[src/rtl/frac_clkout_pkg.sv]
package frac_clkout_pkg;

    // Ticks per prescaled period, one tick per reference half-cycle.
    localparam int HALF_DIV1   = 2;
    localparam int HALF_DIV1P5 = 3;
    localparam int HALF_DIV2P5 = 5;
    localparam int HALF_MAX    = HALF_DIV2P5;
    localparam int CNT_W       = $clog2(HALF_MAX);

    typedef enum logic [1:0] {
        MODE_DIV1   = 2'd0,
        MODE_DIV1P5 = 2'd1,
        MODE_DIV2P5 = 2'd2
    } mode_t;

    typedef struct packed {
        mode_t              mode;
        logic [CNT_W-1:0]   cnt;
    } phase_t;

    // Reserved code 2'b11 falls back to divide-by-1.
    function automatic mode_t decode_ratio(input logic [1:0] code);
        case (code)
            2'b01:   return MODE_DIV1P5;
            2'b10:   return MODE_DIV2P5;
            default: return MODE_DIV1;
        endcase
    endfunction

    function automatic logic [CNT_W-1:0] last_tick(input mode_t m);
        case (m)
            MODE_DIV1P5: return CNT_W'(HALF_DIV1P5 - 1);
            MODE_DIV2P5: return CNT_W'(HALF_DIV2P5 - 1);
            default:     return CNT_W'(HALF_DIV1 - 1);
        endcase
    endfunction

endpackage

[src/rtl/fcp_halfcount.sv]
module fcp_halfcount
    import frac_clkout_pkg::*;
(
    input  logic       clk,
    input  logic       rst,
    input  logic [1:0] ratio_sel,
    output logic       pre_clk
);

    phase_t phase_q;
    logic   pre_q;
    logic   at_end;

    assign at_end = (phase_q.cnt == last_tick(phase_q.mode));

    always_ff @(posedge clk) begin
        if (rst) begin
            phase_q.mode <= MODE_DIV1;
            phase_q.cnt  <= '0;
            pre_q        <= 1'b0;
        end else begin
            pre_q <= (phase_q.cnt == '0);
            if (at_end) begin
                phase_q.cnt  <= '0;
                phase_q.mode <= decode_ratio(ratio_sel);
            end else begin
                phase_q.cnt  <= phase_q.cnt + 1'b1;
            end
        end
    end

    assign pre_clk = pre_q;

    // the count never passes the last tick of the active ratio
    p_cnt_in_range_r6: assert property (@(posedge clk) disable iff (rst)
        phase_q.cnt <= last_tick(phase_q.mode));

    // the ratio holds for as long as a period is in progress
    p_ratio_hold_r6: assert property (@(posedge clk) disable iff (rst)
        !at_end |=> $stable(phase_q.mode));

endmodule

[src/rtl/fcp_edge_pulse.sv]
module fcp_edge_pulse (
    input  logic clk,
    input  logic rst,
    input  logic level_in,
    output logic pulse_out
);

    logic prev_q;
    logic pulse_q;

    always_ff @(posedge clk) begin
        if (rst) begin
            prev_q  <= 1'b0;
            pulse_q <= 1'b0;
        end else begin
            prev_q  <= level_in;
            pulse_q <= level_in & ~prev_q;
        end
    end

    assign pulse_out = pulse_q;

    // every pulse lasts exactly one tick
    p_irq_single_r7: assert property (@(posedge clk) disable iff (rst)
        pulse_q |=> !pulse_q);

endmodule

[src/rtl/fcp_clk_select.sv]
module fcp_clk_select #(
    parameter int NUM_SRC = 4,
    localparam int SEL_W  = $clog2(NUM_SRC)
) (
    input  logic               clk,
    input  logic               rst,
    input  logic [SEL_W-1:0]   sel,
    input  logic [NUM_SRC-1:0] src,
    output logic               out_clk
);

    logic out_q;

    always_ff @(posedge clk) begin
        if (rst) out_q <= 1'b0;
        else     out_q <= src[sel];
    end

    assign out_clk = out_q;

    // each select code routes its own source with one tick of latency
    for (genvar g = 0; g < NUM_SRC; g++) begin : g_route_chk
        p_route_r8: assert property (@(posedge clk) disable iff (rst)
            (sel == SEL_W'(g)) |=> (out_q == $past(src[g])));
    end

endmodule

[src/rtl/frac_clkout_gen.sv]
module frac_clkout_gen #(
    parameter int NUM_AUX = 3,
    localparam int NUM_SRC = NUM_AUX + 1,
    localparam int SEL_W   = $clog2(NUM_SRC)
) (
    input  logic               clk_2x,
    input  logic               rst,
    input  logic [1:0]         ratio_sel,
    input  logic [SEL_W-1:0]   out_sel,
    input  logic [NUM_AUX-1:0] aux_clk,
    output logic               clk_out,
    output logic               irq_pulse
);

    logic               pre_clk;
    logic [NUM_SRC-1:0] cand;

    fcp_halfcount u_count (
        .clk       (clk_2x),
        .rst       (rst),
        .ratio_sel (ratio_sel),
        .pre_clk   (pre_clk)
    );

    fcp_edge_pulse u_irq (
        .clk       (clk_2x),
        .rst       (rst),
        .level_in  (pre_clk),
        .pulse_out (irq_pulse)
    );

    assign cand = {aux_clk, pre_clk};

    fcp_clk_select #(.NUM_SRC(NUM_SRC)) u_sel (
        .clk     (clk_2x),
        .rst     (rst),
        .sel     (out_sel),
        .src     (cand),
        .out_clk (clk_out)
    );

    // each prescaled rising edge is followed by an interrupt pulse
    p_irq_follows_rise_r7: assert property (@(posedge clk_2x) disable iff (rst)
        $rose(pre_clk) |=> irq_pulse);

    // a pulse only ever follows a prescaled high tick, whatever out_sel is
    p_irq_source_r9: assert property (@(posedge clk_2x) disable iff (rst)
        irq_pulse |-> $past(pre_clk));

endmodule

[config.mk]
export PLATFORM = sky130hd
export DESIGN_NAME = frac_clkout_gen
export DESIGN_NICKNAME = d
export VERILOG_FILES = /design/src/rtl/frac_clkout_pkg.sv /design/src/rtl/fcp_halfcount.sv /design/src/rtl/fcp_edge_pulse.sv /design/src/rtl/fcp_clk_select.sv /design/src/rtl/frac_clkout_gen.sv
export SDC_FILE = /design/constraint.sdc
export NUM_CORES = 1
export LEC_CHECK = 0
export BUFFER_PORTS_ARGS = -buffer_cell sky130_fd_sc_hd__buf_4
export CELL_PAD_IN_SITES_DETAIL_PLACEMENT = 1
export CELL_PAD_IN_SITES_GLOBAL_PLACEMENT = 1
export CORE_MARGIN = 3
export CORE_UTILIZATION = 34
export DETAILED_ROUTE_END_ITERATION = 6
export PLACE_DENSITY = 0.7
export SLEW_MARGIN = 15
export SYNTH_ARGS = -nofsm -noshare
export SYNTH_HDL_FRONTEND = slang
export SYNTH_HIERARCHICAL = 1
export SYNTH_SLANG_ARGS = --single-unit
[constraint.sdc]
create_clock -name clk_2x -period 1.5 [get_ports clk_2x]
set_clock_uncertainty 0.15 [all_clocks]
set_input_delay 0.3 -clock clk_2x [delete_from_list [all_inputs] [get_ports clk_2x]]
set_output_delay 0.3 -clock clk_2x [all_outputs]
set_load 0.03 [all_outputs]
==> impl_metrics.yaml <==
setup_path:
  crit_required_ns: 1.52
  cp_max_fo: 5
  startpoint_type: "register"
  r2r_cells: 5
  critical_path_class: "register to register"
  r2r-end: "u_count/phase_q[4]"
  crit_start: "u_count/phase_q[3]"
  endpoint_kind: "register"
  reg2reg_slack_ns: 0.04
  arrival_ns: 1.49
  regToRegStartpoint: "u_count/phase_q[3]"
timing:
  hold_violations: 0
  setup_viol: 0
  fmax_mhz: 684
  period_share_pct: 97.5
  drv_slew: 0
  final.min_clock_period_ns: 1.46
  worst_slack_ns: 0.0370
  worst_pin_slew_ns: 0.325
  slew_headroom_pct: 78.3
  finalSetupTns_ns: 0
drt:
  drtIter0Drc: 1
  vias_per_cell: 4.87
  dr_wl_met3_um: 42
  route.met2.wl_um: 663
  drc_errors: 0
  vias: 336
  drt-pass1-iter-count: 3
  routed_wl_mm: 1.11
  drt-wirelength-per-cell_um: 16.1
  drtAntennaViolNets: 0
  wl_met1_um: 402
  top_layer: "met3"
run_status:
  status: "finished clean"
layout:
  drive_above_1_share_pct: 61.8
  finalNetCount: 69
  num_antenna_cells: 0
  final_cell_count_no_fill: 69
  design_area_um2: 668
  synthToLayoutAreaGrowth_pct: 44.7
  layout_common_cells: "15 x buf_4, 7 x dfxtp_1, 4 x inv_1, 3 x clkbuf_4, 3 x nor3b_1"
  fillers: 129
  multiInputGateArea_um2: 313
  register_area_um2: 183
  layout_commonest_cell: "buf_4"
placed_design:
  portBuffers: 10
  place_inst: 64
  dp_slack_ns: -0.0727
  post_dp_cell_area_um2: 587
  gp_congestion: 0.732
  hpwl_um: 889
clock_tree:
  clock_latency_ns: 0.26
  clockBufferDepth: 2
  htree_num_levels: 1
  tritoncts_num_sinks: 9
  clockRootBuffer: "clkbuf_4"
  cts.clk_slew.worst_paths_ns: 0.07
  cts_buffers: 3
  postCtsHoldBufs: 0
  cts_tree: "yes"
yosys:
  ys_ff_latch: 9
  synth_top_family_by_area: "simple AND/OR/NAND/NOR gates"
  syn_nets: 50
  synth-compound-area-share_pct: 9.21
  yosysSeqAreaShare_pct: 39.0
  syn_avg_cell_area_um2: 12.5
  syn-cell-area_um2: 462
  synthXorXnorAreaFrac_pct: 7.59
  yosysUniqueCellTypes: 14
  yosys.area_share.simple_pct: 24.1
  synthesis.instances: 37
  synth_fa_ha_area_share_pct: 10.8
  synth.area.mux_share_pct: 4.88
  ys_warn_count: 6
min_path:
  min_to: "u_sel/out_clk"
  min_from: "rst"
  holdCritPathClass: "input pin to register"
  hold_path_depth: 2
global_routing:
  first_global_vias: 379
  grt_antenna_before_repair: 0
  grt_overflow: 0
  grt_pass1_wl_mm: 1.76
  grt_max_degree: 12
  grtUsageTotal_pct: 13.4
die:
  dieArea_um2: 1840
  design.core.area_um2: 1190
  fp.dieH_um: 42.9
  io_pins: 11
  start_util_pct: 38.9
  rows: 12
  fp.dieW_um: 42.9
power_and_ir_drop:
  vdd_drop_max_mv: 0.725
  power_uw: 1250
  leakage_uw: 0.000265
  power.density_nw_per_um2: 1870
job:
  cap_violations: 0
state kept, by name, indices dropped and copies added (netlist names):
register	flops
u_count/phase_q	5
u_count/pre_clk	1
u_irq/prev_q	1
u_irq/pulse_out	1
u_sel/out_clk	1
cell type report:
class                      instances  area share, %
timing repair buffer              15           16.9
sequential                         9           27.3
clock buffer                       3           3.37
inverter                           4           2.25
clock inverter                     1          0.749
multi-input combinational         23           46.8
tap                               14           2.62
Yosys cell counts:
library cell / number / share of area [%]
and3_4: 1 / 2.4
buf_2: 1 / 1.1
dfxtp_1: 9 / 39
ha_1: 4 / 11
inv_1: 4 / 3.3
mux4_2: 1 / 4.9
nand4_1: 2 / 2.7
nor2b_1: 1 / 1.4
nor2b_4: 1 / 3.0
nor3_2: 2 / 4.3
nor3b_1: 3 / 4.9
nor3b_2: 2 / 5.4
o31ai_4: 2 / 9.2
xnor2_1: 4 / 7.6
report_power, final:
| part | total [µW] | internal [µW] | switching (µW) |
|---|---|---|---|
| logic | 671 | 366 | 304 |
| registers | 386 | 311 | 75.6 |
| clock network | 190 | 98.4 | 91.4 |
critical path: stages, from the launching register on:
cell and delay, ns:
dfxtp_2 0.33, inv_1 0.08, ha_4 0.26, xnor2_4 0.13, and3_4 0.24, o31ai_4 0.18
logic make-up (layout without fill, tap and decap cells):
group                      Yosys count  count (layout)
DFF                                  9               9
adders and majority gates            4               4
and+or+nand+nor                     12              12
muxes                                1               1
buffers and inverters                5              23
xor gates and xnor gates             4               4
AOI/OAI and AO/OA                    2               2
per-stage QoR:
stage,utilization [%],hold WS (ns)
after CTS,53.6,0.194
after global routing,56.3,0.199
after global placement,49.5,0.247
final,56.3,0.195
after detailed placement,49.5,0.248
after floorplan,-,0.214
timing repair:
item,CTS,global route
gates resized for setup,3,4
setup buffers,0,1
pin swaps,3,2
endpoints found under the setup margin,5,5
worst max-delay path by stage:
stage / slack (ns) / cells past startpoint / endpoint
6_report: 0.04 / 5 / u_count/phase_q[4]
5_1_grt: -0.007 / 5 / u_count/phase_q[3]
4_1_cts: 0.01 / 5 / u_count/phase_q[4]
3_5_place_dp: -0.07 / 5 / u_count/phase_q[4]
3_3_place_gp: 0.05 / 5 / u_count/phase_q[3]
2_1_floorplan: 0.02 / 5 / u_count/phase_q[3]
layer usage:
| layer | GRT usage [%] | vias to the layer above |
|---|---|---|
| li1 | - | 164 |
| met1 | 11.8 | 165 |
| met2 | 27.8 | 7 |
| met3 | 5.08 | 0 |
| met4 | 1.86 | 0 |
| met5 | 0 | - |
Note: power is estimated with default switching activity, not from simulation.
